$ cat src/rtl/perm_pkg.sv
package perm_pkg;

  typedef enum logic [1:0] {
    ACC_READ  = 2'd0,
    ACC_WRITE = 2'd1,
    ACC_FETCH = 2'd2,
    ACC_RSVD  = 2'd3
  } acc_kind_e;

  typedef enum logic [1:0] {
    CTX_USER     = 2'd0,
    CTX_SUP_BLK  = 2'd1,
    CTX_SUP      = 2'd2,
    CTX_SUP_RSVD = 2'd3
  } priv_ctx_e;

  typedef struct packed {
    logic is_read;
    logic is_write;
    logic is_fetch;
  } acc_dec_t;

  typedef struct packed {
    logic user;
    logic sup_blk;
    logic sup_any;
  } ctx_dec_t;

  typedef struct packed {
    logic rd;
    logic wr;
    logic ex;
  } rights_t;

endpackage

$ cat src/rtl/perm_decode.sv
module perm_decode
  import perm_pkg::*;
(
  input  logic [1:0] acc_kind,
  input  logic [1:0] priv_ctx,
  input  logic       pg_nx,
  input  logic       nxe_on,
  output acc_dec_t   acc_dec,
  output ctx_dec_t   ctx_dec,
  output logic       nx_eff
);

  always_comb begin
    acc_dec = '0;
    unique case (acc_kind)
      ACC_WRITE: acc_dec.is_write = 1'b1;
      ACC_FETCH: acc_dec.is_fetch = 1'b1;
      default:   acc_dec.is_read  = 1'b1;
    endcase
  end

  always_comb begin
    ctx_dec = '0;
    unique case (priv_ctx)
      CTX_USER: ctx_dec.user = 1'b1;
      CTX_SUP_BLK: begin
        ctx_dec.sup_blk = 1'b1;
        ctx_dec.sup_any = 1'b1;
      end
      default: ctx_dec.sup_any = 1'b1;
    endcase
  end

  assign nx_eff = pg_nx & nxe_on;

endmodule

$ cat src/rtl/perm_fault_eval.sv
module perm_fault_eval
  import perm_pkg::*;
(
  input  acc_dec_t acc_dec,
  input  ctx_dec_t ctx_dec,
  input  logic     pg_user,
  input  logic     pg_rw,
  input  logic     nx_eff,
  input  logic     wp_on,
  input  logic     smep_on,
  output logic     fault
);

  logic flt_exec;
  logic flt_user_ctx;
  logic flt_blk_data;
  logic flt_sup_fetch;
  logic flt_sup_write;

  always_comb begin
    flt_exec      = acc_dec.is_fetch & nx_eff;
    flt_user_ctx  = ctx_dec.user &
                    (~pg_user | (acc_dec.is_write & ~pg_rw));
    flt_blk_data  = ctx_dec.sup_blk & ~acc_dec.is_fetch & pg_user;
    flt_sup_fetch = ctx_dec.sup_any & acc_dec.is_fetch & pg_user & smep_on;
    flt_sup_write = ctx_dec.sup_any & acc_dec.is_write & ~pg_rw & wp_on;
    fault = flt_exec | flt_user_ctx | flt_blk_data |
            flt_sup_fetch | flt_sup_write;
  end

endmodule

$ cat src/rtl/perm_rights.sv
module perm_rights
  import perm_pkg::*;
(
  input  ctx_dec_t ctx_dec,
  input  logic     pg_rw,
  input  logic     nx_eff,
  input  logic     wp_on,
  output rights_t  rights
);

  always_comb begin
    rights.rd = 1'b1;
    rights.wr = pg_rw | (ctx_dec.sup_any & ~wp_on);
    rights.ex = ~nx_eff;
  end

endmodule

$ cat src/rtl/perm_check.sv
module perm_check
  import perm_pkg::*;
(
  input  logic       pg_user,
  input  logic       pg_rw,
  input  logic       pg_nx,
  input  logic [1:0] acc_kind,
  input  logic [1:0] priv_ctx,
  input  logic       wp_on,
  input  logic       smep_on,
  input  logic       nxe_on,
  output logic       prot_fault,
  output logic       grant_rd,
  output logic       grant_wr,
  output logic       grant_ex
);

  acc_dec_t acc_dec;
  ctx_dec_t ctx_dec;
  logic     nx_eff;
  rights_t  rights;

  perm_decode u_decode (
    .acc_kind (acc_kind),
    .priv_ctx (priv_ctx),
    .pg_nx    (pg_nx),
    .nxe_on   (nxe_on),
    .acc_dec  (acc_dec),
    .ctx_dec  (ctx_dec),
    .nx_eff   (nx_eff)
  );

  perm_fault_eval u_fault (
    .acc_dec (acc_dec),
    .ctx_dec (ctx_dec),
    .pg_user (pg_user),
    .pg_rw   (pg_rw),
    .nx_eff  (nx_eff),
    .wp_on   (wp_on),
    .smep_on (smep_on),
    .fault   (prot_fault)
  );

  perm_rights u_rights (
    .ctx_dec (ctx_dec),
    .pg_rw   (pg_rw),
    .nx_eff  (nx_eff),
    .wp_on   (wp_on),
    .rights  (rights)
  );

  assign grant_rd = rights.rd;
  assign grant_wr = rights.wr;
  assign grant_ex = rights.ex;

endmodule

$ cat config.mk
export PLATFORM = sky130hd
export DESIGN_NAME = perm_check
export DESIGN_NICKNAME = d
export VERILOG_FILES = /design/src/rtl/perm_pkg.sv /design/src/rtl/perm_decode.sv /design/src/rtl/perm_fault_eval.sv /design/src/rtl/perm_rights.sv /design/src/rtl/perm_check.sv
export SDC_FILE = /design/constraint.sdc
export NUM_CORES = 1
export LEC_CHECK = 0
export BUFFER_PORTS_ARGS = -buffer_cell sky130_fd_sc_hd__buf_2
export CAP_MARGIN = 15
export CORE_AREA = 2 2 39 41
export DETAILED_ROUTE_END_ITERATION = 10
export DIE_AREA = 0 0 41 43
export PLACE_DENSITY = 0.3
export SYNTH_ARGS = -nofsm -noshare
export SYNTH_HDL_FRONTEND = slang
export SYNTH_SLANG_ARGS = --single-unit
$ cat constraint.sdc
create_clock -name vclk -period 0.92
set_input_delay 0.092 -clock vclk [all_inputs]
set_output_delay 0.092 -clock vclk [all_outputs]
set_load 0.01 [all_outputs]
---- Word level (Yosys, flattened, before mapping) ----
Cells that the tools add are included.
storage, ports and cells
  register bits after elaboration ......... 0
  input port bits ......................... 10
  output and inout port bits .............. 4
  word-level logic and storage cells ...... 33
cells by class
  equality and inequality tests ........... 3
  mux-type cells .......................... 5
  bitwise logic cells ..................... 24
  reductions and logical operators ........ 1
operator list
  kind                count
  $and 1x1->1         13
  $or 1x1->1          6
  $mux 1              5
  $not 1->1           5
  $eq 2x1->1 const B  2
  $eq 2x2->1 const B  1
  $logic_not 2->1     1

---- Logic depth before layout (Yosys ltp) ----
Gate-level depths: netlist of the first run.
  word-level depth ........................ 9
  gate-level depth with buffers ........... 3
  depth with buffers taken out ............ 3

---- Hierarchy ----
From an unflattened synthesis of the first run, not the netlist that was laid out.
unflattened totals
  cell total of the unflattened synthesis .. 20
  area total of the unflattened synthesis .. 131.4 sq um
modules (own cells, without submodules)
  module           times used  cells each  area each (sq um)  seq. area each (sq um)
  perm_decode      1           8           57.6               0.0
  perm_fault_eval  1           7           47.5               0.0
  perm_rights      1           5           26.3               0.0

---- Worst setup path after synthesis of the first run ----
Ideal clock, no wire load.
  kind .................................... in2out
  start point ............................. in acc_kind[0]
  end point ............................... out prot_fault
  arrival time ............................ 577 ps
  required time ........................... 828 ps
  path slack .............................. 251 ps
  stages on the path ...................... 3
  cells stage by stage .................... nand2b_2 -> o221ai_2 -> a21o_1
between the ends
  cells in the longest elaborated chain, start to end .. 9
  elaborated cells on any way between the ends .. 21
  classes of those cells .................. 2 x eq/ne; 2 x mux; 17 x bitwise
RTL lines
  element                  RTL line               text
  start, declared          perm_check.sv:7        input logic [1:0] acc_kind,
  $eq 2x1->1               n/a
  $mux 1                   perm_decode.sv:15      unique case (acc_kind)
  $and 1x1->1              perm_fault_eval.sv:23  (~pg_user | (acc_dec.is_write & ~pg_rw));
  $or 1x1->1               perm_fault_eval.sv:23
  $and 1x1->1              perm_fault_eval.sv:22  flt_user_ctx = ctx_dec.user &
  $or 1x1->1 (3 in a row)  perm_fault_eval.sv:27  fault = flt_exec | flt_user_ctx | flt_blk_data |
  $or 1x1->1 (*)           perm_fault_eval.sv:28  flt_sup_fetch | flt_sup_write;
  end, declared            perm_check.sv:12       output logic prot_fault,
Every way passes the cells marked *; elsewhere a longest branch is shown, timed or not.

---- Worst setup path in the final report of the first run ----
  start point ............................. in priv_ctx[1]
  end point ............................... out prot_fault
between the ends
  cells in the longest elaborated chain, start to end .. 7
  elaborated cells on any way between the ends .. 18
  classes of those cells .................. 1 x eq/ne; 3 x mux; 13 x bitwise; 1 x reduce/logical
RTL lines
  element                                               RTL line                                                             text
  start, declared                                       perm_check.sv:8                                                      input logic [1:0] priv_ctx,
  $eq 2x1->1 / $logic_not 2->1 (equally long branches)  perm_decode.sv:24                                                    unique case (priv_ctx)
  $mux 1                                                perm_decode.sv:24
  $and 1x1->1 (on tied branches)                        perm_fault_eval.sv:24, perm_fault_eval.sv:22, perm_fault_eval.sv:25
  $and 1x1->1 (tied with other cells)                   perm_fault_eval.sv:24                                                flt_blk_data = ctx_dec.sup_blk & ~acc_dec.is_fetch & pg_user;
  $or 1x1->1 / $and 1x1->1 (equally long branches)      perm_fault_eval.sv:27, perm_fault_eval.sv:25
  $or 1x1->1                                            perm_fault_eval.sv:27
  $or 1x1->1 (*)                                        perm_fault_eval.sv:28
Marked as above.

==> implementation parameters, run 1 <==
Parameter                              Value

Placement
  Gpl congestion    0.639
  Placed standard-cell area    180 sq um
  Buffers on Ports    13
  HPWL after detailed placement    304 um

Critical path
  Worst-path fanout max    3
  Dominant cell type by count on the critical path    sky130_fd_sc_hd__buf_2
  CP Launch Type    primary input
  Chain of cells forming the critical path    buf_2, nor2_2, o311ai_2, a21o_1, buf_2
  Required @ worst endpoint    0.83 ns
  CP Data Arrival Time    0.77 ns
  Capturing element type of the critical path    output port
  Worst path buffer plus inverter count    2
  Slowest cell on the critical path    sky130_fd_sc_hd__a21o_1
  Longest individual stage delay on the worst path    0.18 ns
  Start-to-end type of the worst setup path    primary input to output port
  Cell type group with the largest total delay on the critical path    compound AO/OA/AOI/OAI gates

Synthesis
  Most used standard cell by instance count after synthesis    sky130_fd_sc_hd__nand2_1
  Syn Inst Count    14
  YS warnings    0
  Net count of the mapped netlist    24
  Area of the mapped netlist    103 sq um
  Mapped Avg Cell Area    7.33 sq um
  Number of distinct library cells after synthesis    13
  Sequential-to-total area share from yosys stat    0
  Cell type with the largest total area after synthesis    sky130_fd_sc_hd__o221ai_2
  Area share of the leading cell type in the synthesized netlist    0.146
  Main area contributors after synthesis    sky130_fd_sc_hd__o221ai_2 (15%), sky130_fd_sc_hd__nand4bb_1 (11%), sky130_fd_sc_hd__mux2i_1 (9.8%)

GRT
  All-Layer GR Usage    0.0410
  Via count of the first global-routing pass    147
  Number of antenna violations at the first check in global routing    0
  Largest net degree at the start of global routing    4
  Congestion Overflow GR    0
  Wire length of the first global-routing pass    552 um

Route
  Drt first-iter violations    0
  Total wirelength of the detailed-routed design    360 um
  Count of unresolved DRC violations after routing    0
  Length of the first detailed-routing pass in iterations    1
  Number of vias after detailed routing    140
  Average wire per cell in the routed design    8.57 um
  Vias per cell    3.33
  Number of nets with antenna violations after detailed routing    0

Die
  Height of the die    43 um
  Die Outline Area    0.00176 sq mm
  Starting density of the core    0.0741
  Core area    0.00138 sq mm
  Ports placed on the boundary    14
  Die Width    41 um
  Std cell rows    14

Timing
  Time the final worst path needs with I/O delays and setup    0.862 ns
  Final hold slack    0.448 ns
  Count of endpoints failing setup in the final report    0
  Part of the cycle the worst path needs    0.937
  Number of hold violations in the final report    0
  Number of pins exceeding their max-slew limit in the final report    0
  Max Freq    1.16 GHz

Cells and area
  Number of flip-flops and latches    0
  # clk buffers    0
  Proportion of layout cells with a drive suffix above 1    0.654
  Final core utilization    0.141
  Count of antenna diodes in the layout    0
  Reg area    0 sq um
  Layout overhead on the synthesized area    90.2%
  Number of nets in the final layout    38
  Post-Layout Inst Area    195 sq um

Power
  Net load switching power    0.0000384 W
  Combinational power share    1.000
  Pwr per Cell Area    409 mW/mm^2
  Internal power    0.0000414 W
  Switching part of the total power    0.482
  Worst IR drop on VDD    0.107 mV
  Portion of total power attributed to sequential cells    0
  Leakage power total    0.0996 nW
  Share of power burned in the clock network    0

Clocking
  Cts hold-fix bufs    0

Flow run
  Number of max-cap violations    0

Run status
  Run status    finished clean

Min path
  Type of the most critical hold path    primary input to output port
[metrics by stage]
| stage | TNS, ns | cells | worst slack [ns] | total power [W] |
|---|---|---|---|---|
| after CTS | 0 | 42 | 0.0319 | 0.0000733 |
| after global routing | -0.00134 | 42 | -0.00134 | 0.0000885 |
| final | 0 | 42 | 0.0580 | 0.0000798 |
| after detailed placement | 0 | 42 | 0.0341 | 0.0000729 |
| after floorplan | 0 | 14 | 0.251 | 0.0000366 |
| after global placement | 0 | 42 | 0.0247 | 0.0000749 |
[layout make-up]
type	count	area, sq um
fillers	160	1190
inverters	1	3.75
multi-input cells	12	106
well taps	16	20.0
repair buffers	13	65.1
[layout by cell type (no fill, tap or decap)]
cell and count:
sky130_fd_sc_hd__a21o_1 1, sky130_fd_sc_hd__o221ai_2 1, sky130_fd_sc_hd__nor2_2 1, sky130_fd_sc_hd__inv_1 1, sky130_fd_sc_hd__buf_2 13, sky130_fd_sc_hd__o311ai_2 1, sky130_fd_sc_hd__nand3b_1 1, sky130_fd_sc_hd__nand2_1 2
sky130_fd_sc_hd__mux2i_1 1, sky130_fd_sc_hd__conb_1 1, sky130_fd_sc_hd__nand2b_4 1, sky130_fd_sc_hd__nand4bb_1 1, sky130_fd_sc_hd__o21bai_1 1
[worst min-delay path, cell delays in order]
cell	delay (ns)
sky130_fd_sc_hd__buf_2	0.08
sky130_fd_sc_hd__nand2_1	0.05
sky130_fd_sc_hd__buf_2	0.14
[per-layer routing]
metal / up-vias / global-route usage / routed length [um]
li1: 75 / - / -
met1: 51 / 0.0823 / 186
met2: 14 / 0.0406 / 100
met3: 0 / 0.0105 / 73
met4: 0 / 0 / 0
met5: - / 0 / 0
[cell families after synthesis]
group                  Yosys count  share of synthesized area
and+or+nand+nor                  6                      0.378
buffers and inverters            2                      0.110
other                            1                     0.0366
muxes                            1                     0.0976
AOI/OAI and AO/OA                4                      0.378
[power by group through the flow]
stage                     clock network (W)  logic (W)  registers, W
after floorplan                           0  0.0000366             0
after global placement                    0  0.0000749             0
after detailed placement                  0  0.0000729             0
after CTS                                 0  0.0000733             0
after global routing                      0  0.0000885             0
final                                     0  0.0000798             0
[worst paths after layout]
path	from	slack, ns	cells after the start	end
hold / removal	nxe_on	0.45	3	grant_ex
setup / recovery	priv_ctx[1]	0.06	5	prot_fault
[repair_timing]
action	CTS	global route
resized for setup	0	3
setup endpoints to repair	0	1
setup buffers	0	0
Power figures use the tool's default switching activity.
==> inputs of run 2 (changes only) <==
Settings changed: CORE_AREA 2 2 39 41 to 8 8 45 47, DIE_AREA 0 0 41 43 to 0 0 53 55, RECOVER_POWER set to 100.
==> run 2 against run 1 <==
Global-route usage down 1.2 points. Critical endpoint unchanged. Clock-buffer cell count unchanged. Cell count up 2.4%. Largest cell class unchanged. Total power up 0.97%. First-iteration DRC count up 4. Non-clock buffer count up 1. Flip-flop and latch count unchanged. Hold slack worse by 0.011 ns.
==> implementation parameters, run 2 (synthesized netlist as in run 1, its figures left out) <==
Parameter                              Value

Cells and area
  Reg area    0 sq um (unchanged)
  Proportion of layout cells with a drive suffix above 1    0.630 (-0.0242)
  Number of flip-flops and latches    0 (unchanged)
  Final core utilization    0.142 (+0.000904)
  Commonest non-fill, non-tap cell in the layout    sky130_fd_sc_hd__buf_2
  Count of antenna diodes in the layout    0 (unchanged)
  Layout overhead on the synthesized area    91.5%
  Commonest non-fill, non-tap cells in the layout    sky130_fd_sc_hd__buf_2 (12), sky130_fd_sc_hd__nand2_1 (2)
  Number of nets in the final layout    39 (+2.6%)
  # clk buffers    0 (unchanged)

Power
  Switching part of the total power    0.481 (about the same)
  Pwr per Cell Area    410 mW/mm^2 (+0.33%)
  Combinational power share    1.000 (about the same)
  Portion of total power attributed to sequential cells    0 (unchanged)
  Worst IR drop on VDD    0.139 mV (+30%)
  Leakage power total    0.0972 nW (-2.4%)
  Net load switching power    0.0000388 W (+0.95%)
  Internal power    0.0000418 W (+1.0%)
  Share of power burned in the clock network    0 (unchanged)

Route
  Count of unresolved DRC violations after routing    0 (unchanged)
  Number of vias after detailed routing    150 (+7.1%)
  Total wirelength of the detailed-routed design    469 um (+30%)
  Average wire per cell in the routed design    10.9 um (+27%)
  Length of the first detailed-routing pass in iterations    2 (+1)
  Vias per cell    3.49 (+4.7%)
  Drt first-iter violations    4 (+4)
  Number of nets with antenna violations after detailed routing    0 (unchanged)

Critical path
  Chain of cells forming the critical path    buf_2, nand2b_2, mux2i_1, a21o_1, buf_2
  CP Launch Type    primary input
  Start-to-end type of the worst setup path    primary input to output port
  Required @ worst endpoint    0.83 ns (about the same)
  CP Data Arrival Time    0.79 ns (+0.02 ns)
  Slowest cell on the critical path    sky130_fd_sc_hd__nand2b_2
  Worst-path fanout max    3 (unchanged)
  Dominant cell type by count on the critical path    sky130_fd_sc_hd__buf_2
  Longest individual stage delay on the worst path    0.19 ns (about the same)
  Cell type group with the largest total delay on the critical path    buffers and inverters
  Capturing element type of the critical path    output port
  Worst path buffer plus inverter count    2 (unchanged)

Timing
  Setup TNS    0 ns (unchanged)
  Number of pins exceeding their max-slew limit in the final report    0 (unchanged)
  RSZ-0062 raised after global routing    false
  Final hold slack    0.437 ns (-0.0109 ns)
  Number of hold violations in the final report    0 (unchanged)
  Final WS setup    0.0424 ns (-0.0156 ns)
  Time the final worst path needs with I/O delays and setup    0.878 ns (+0.0156 ns)
  Part of the cycle the worst path needs    0.954 (+0.0170)
  Count of endpoints failing setup in the final report    0 (unchanged)
  Max Freq    1.14 GHz (-1.8%)

Die
  Ports placed on the boundary    14 (unchanged)
  Die Width    53 um (+29%)
  Core area    0.00138 sq mm (unchanged)
  Starting density of the core    0.0741 (unchanged)
  Die Outline Area    0.00292 sq mm (+65%)
  Std cell rows    14 (unchanged)
  Height of the die    55 um (+28%)

GRT
  Via count of the first global-routing pass    169 (+15%)
  Largest net degree at the start of global routing    4 (unchanged)
  Wire length of the first global-routing pass    655 um (+19%)
  Congestion Overflow GR    0 (unchanged)
  Number of antenna violations at the first check in global routing    0 (unchanged)
  All-Layer GR Usage    0.0289 (-0.0121)

Run status
  Run status    finished clean

Placement
  Post-placement worst setup slack    0.0322 ns (-0.00190 ns)
  Buffers on Ports    13 (unchanged)
  Gpl congestion    0.628 (-1.7%)

Flow run
  Number of max-cap violations    0 (unchanged)

Min path
  Type of the most critical hold path    primary input to output port

Clocking
  Cts hold-fix bufs    0 (unchanged)
  Setup Buffers After CTS    0 (unchanged)
==> run 2: changes by cell type in the layout (fill, tap and decap cells not counted) <==
| cell | change |
|---|---|
| sky130_fd_sc_hd__nand2b_4 | -1 |
| sky130_fd_sc_hd__buf_2 | -1 |
| sky130_fd_sc_hd__clkbuf_1 | +1 |
| sky130_fd_sc_hd__nand2b_2 | +1 |
| sky130_fd_sc_hd__buf_4 | +1 |
==> run 2: repair_timing <==
item | CTS | global route
setup endpoints to repair | 0 | 1
hold endpoints to repair | 0 | 0
gates resized for setup | 0 | 2
==> run 2: worst paths after layout <==
path                    endpoint         from  cells after the start
worst max-delay path  prot_fault  acc_kind[0]                      5
worst min-delay path    grant_ex       nxe_on                      3
==> run 2: cell type report <==
cell class	instances	area [sq um]
Fill cell	164	1190
Inverter	1	3.75
Multi-Input combinational cell	12	101
Tap cell	16	20.0
Timing Repair Buffer	14	71.3
==> run 2: stage by stage <==
step / total power (W) / instances / area [sq um]
6_report: 0.0000806 / 43 / 196
4_1_cts: 0.0000781 / 43 / 188
5_1_grt: 0.0000898 / 43 / 196
3_3_place_gp: 0.0000790 / 43 / 188
2_1_floorplan: 0.0000366 / 14 / 103
3_5_place_dp: 0.0000777 / 43 / 188
==> run 2: power groups by stage <==
| stage | registers (W) | logic (W) | clock network [W] |
|---|---|---|---|
| floorplan | 0 | 0.0000366 | 0 |
| global placement | 0 | 0.0000790 | 0 |
| detailed placement | 0 | 0.0000777 | 0 |
| CTS | 0 | 0.0000781 | 0 |
| global route | 0 | 0.0000898 | 0 |
| finish | 0 | 0.0000806 | 0 |
==> run 2: layer usage <==
layer  up-vias  routed length [um]  GRT usage  part of all wire
met5         -                   0          0                 0
met2        13                 104     0.0313              0.22
li1         76                   -          -                 -
met4         0                   0          0                 0
met3         0                  52    0.00802              0.11
met1        61                 312     0.0513              0.67
==> inputs of run 3 (changes only) <==
Settings changed: CORE_AREA 8 8 45 47 to 3 3 40 42, DIE_AREA 0 0 53 55 to 0 0 43 45, REMOVE_ABC_BUFFERS set to 1.
==> run 3 against run 2 <==
Global-route usage increased by 1.6 points. Via count decreased by 3.3%. Critical path depth decreased by 1. Worst setup slack improved by 0.017 ns. Largest cell class unchanged. First-iteration DRC count decreased by 100%. Routed wire length decreased by 16%.
==> implementation parameters, run 3 (synthesized netlist as in run 1, its figures left out) <==
Parameter                              Value

Timing
  Number of hold violations in the final report    0 (unchanged)
  Count of endpoints failing setup in the final report    0 (unchanged)
  Time the final worst path needs with I/O delays and setup    0.861 ns (-0.0168 ns)
  Number of pins exceeding their max-slew limit in the final report    0 (unchanged)
  RSZ-0062 raised after global routing    false
  Setup TNS    0 ns (unchanged)
  Part of the cycle the worst path needs    0.936 (-0.0182)
  Max Freq    1.16 GHz (+1.9%)

Route
  Highest routed metal layer    met3
  Total wirelength of the detailed-routed design    394 um (-16%)
  Count of unresolved DRC violations after routing    0 (unchanged)
  Number of vias after detailed routing    145 (-3.3%)
  Wire length on met2    95 um (-8.7%)
  Average wire per cell in the routed design    9.61 um (-12%)
  Metal-1 WL    211 um (-32%)
  Detailed route wirelength on metal3    87 um (+67%)
  Drt first-iter violations    0 (-4)
  Number of nets with antenna violations after detailed routing    0 (unchanged)
  Length of the first detailed-routing pass in iterations    1 (-1)
  Vias per cell    3.54 (+1.4%)

Power
  Leakage power total    0.0976 nW (+0.41%)
  Switching part of the total power    0.493 (+0.0115)
  Total power consumption of the routed design    0.0000807 W (+0.13%)
  Net load switching power    0.0000398 W (+2.5%)
  Combinational power share    1.000 (about the same)
  Portion of total power attributed to sequential cells    0 (unchanged)
  Pwr per Cell Area    419 mW/mm^2 (+2.1%)
  Internal power    0.0000409 W (-2.1%)
  Share of power burned in the clock network    0 (unchanged)
  Worst IR drop on VDD    0.111 mV (-20%)

GRT
  Number of antenna violations at the first check in global routing    0 (unchanged)
  Via count of the first global-routing pass    152 (-10%)
  All-Layer GR Usage    0.0448 (+0.0159)
  Wire length of the first global-routing pass    676 um (+3.2%)
  Largest net degree at the start of global routing    4 (unchanged)
  Congestion Overflow GR    0 (unchanged)

Cells and area
  Reg area    0 sq um (unchanged)
  Count of antenna diodes in the layout    0 (unchanged)
  Number of flip-flops and latches    0 (unchanged)
  Commonest non-fill, non-tap cell in the layout    sky130_fd_sc_hd__buf_2
  Post-layout instance count excluding filler cells    41 (-4.7%)
  # clk buffers    0 (unchanged)
  Number of nets in the final layout    38 (-2.6%)
  Proportion of layout cells with a drive suffix above 1    0.615 (-0.0142)
  Layout overhead on the synthesized area    87.8%
  Commonest non-fill, non-tap cells in the layout    sky130_fd_sc_hd__buf_2 (12), sky130_fd_sc_hd__nand2_1 (2)

Critical path
  Capturing element type of the critical path    output port
  Start-to-end type of the worst setup path    primary input to output port
  CP Launch Type    primary input
  Chain of cells forming the critical path    buf_2, o311ai_2, a21o_1, buf_2
  Required @ worst endpoint    0.83 ns (about the same)
  CP Data Arrival Time    0.77 ns (-0.02 ns)
  Origin of the worst setup path    acc_kind[1]
  Worst path buffer plus inverter count    2 (unchanged)
  Worst-path fanout max    3 (unchanged)
  Critical path depth    4 (-1)
  Longest individual stage delay on the worst path    0.28 ns (+0.09 ns)
  Slowest cell on the critical path    sky130_fd_sc_hd__o311ai_2
  Dominant cell type by count on the critical path    sky130_fd_sc_hd__buf_2
  Cell type group with the largest total delay on the critical path    compound AO/OA/AOI/OAI gates

Placement
  Gpl congestion    0.604 (-3.8%)
  Cell count after placement    41 (-4.7%)
  Buffers on Ports    13 (unchanged)
  HPWL after detailed placement    356 um

Die
  Core area    0.00128 sq mm (-7.1%)
  Starting density of the core    0.0798 (+0.00570)
  Ports placed on the boundary    14 (unchanged)
  Std cell rows    13 (-1)
  Die Width    43 um (-19%)
  Die Outline Area    0.00194 sq mm (-34%)
  Height of the die    45 um (-18%)

Flow run
  Number of max-cap violations    0 (unchanged)

Min path
  Type of the most critical hold path    primary input to output port
  Hold wc startpoint    nxe_on
  Number of cells on the worst hold path    3 (unchanged)

Run status
  Run status    finished clean

Clocking
  Cts hold-fix bufs    0 (unchanged)
-- run 3: cell count changes in the layout (fill, tap and decap cells not counted), sizes merged --
cell | previous run | this run
buf | 13 | 12
-- run 3: through the flow --
step	utilization	hold WS, ns	setup slack, ns	area (sq um)
6_report	0.150	0.445	0.0592	193
5_1_grt	0.150	0.470	0.00399	193
3_5_place_dp	0.139	0.467	0.0235	179
2_1_floorplan	-	0.261	0.251	95.1
4_1_cts	0.139	0.468	0.0212	179
3_3_place_gp	0.139	0.455	0.0398	179
-- run 3: repair_timing --
action                                  in CTS  in global routing
buffers inserted                             0                  0
endpoints found under the setup margin       0                  1
resized for setup                            0                  3
-- run 3: per-layer routing --
| layer | GRT usage | vias up |
|---|---|---|
| met5 | 0 | - |
| met4 | 0 | 0 |
| met3 | 0.0239 | 0 |
| met2 | 0.0539 | 14 |
| met1 | 0.0714 | 57 |
| li1 | - | 74 |
-- run 3: final timing paths --
kind,endpoint,slack [ns]
worst max-delay path,prot_fault,0.06
worst min-delay path,grant_ex,0.44
-- run 3: tightest hold or removal path: stages --
cell and delay, ns:
sky130_fd_sc_hd__buf_2 0.08, sky130_fd_sc_hd__nand2_1 0.06, sky130_fd_sc_hd__clkbuf_1 0.13
-- run 3: layout make-up --
| type | instances | area (sq um) |
|---|---|---|
| Fill cell | 148 | 1090 |
| Tap cell | 15 | 18.8 |
| Multi-Input combinational cell | 12 | 106 |
| Timing Repair Buffer | 13 | 63.8 |
| Inverter | 1 | 3.75 |
-- run 3: power by group through the flow --
stage	Combinational (W)	Sequential (W)	Clock, W
floorplan	0.0000335	0	0
global placement	0.0000735	0	0
detailed placement	0.0000746	0	0
CTS	0.0000750	0	0
global route	0.0000903	0	0
finish	0.0000807	0	0
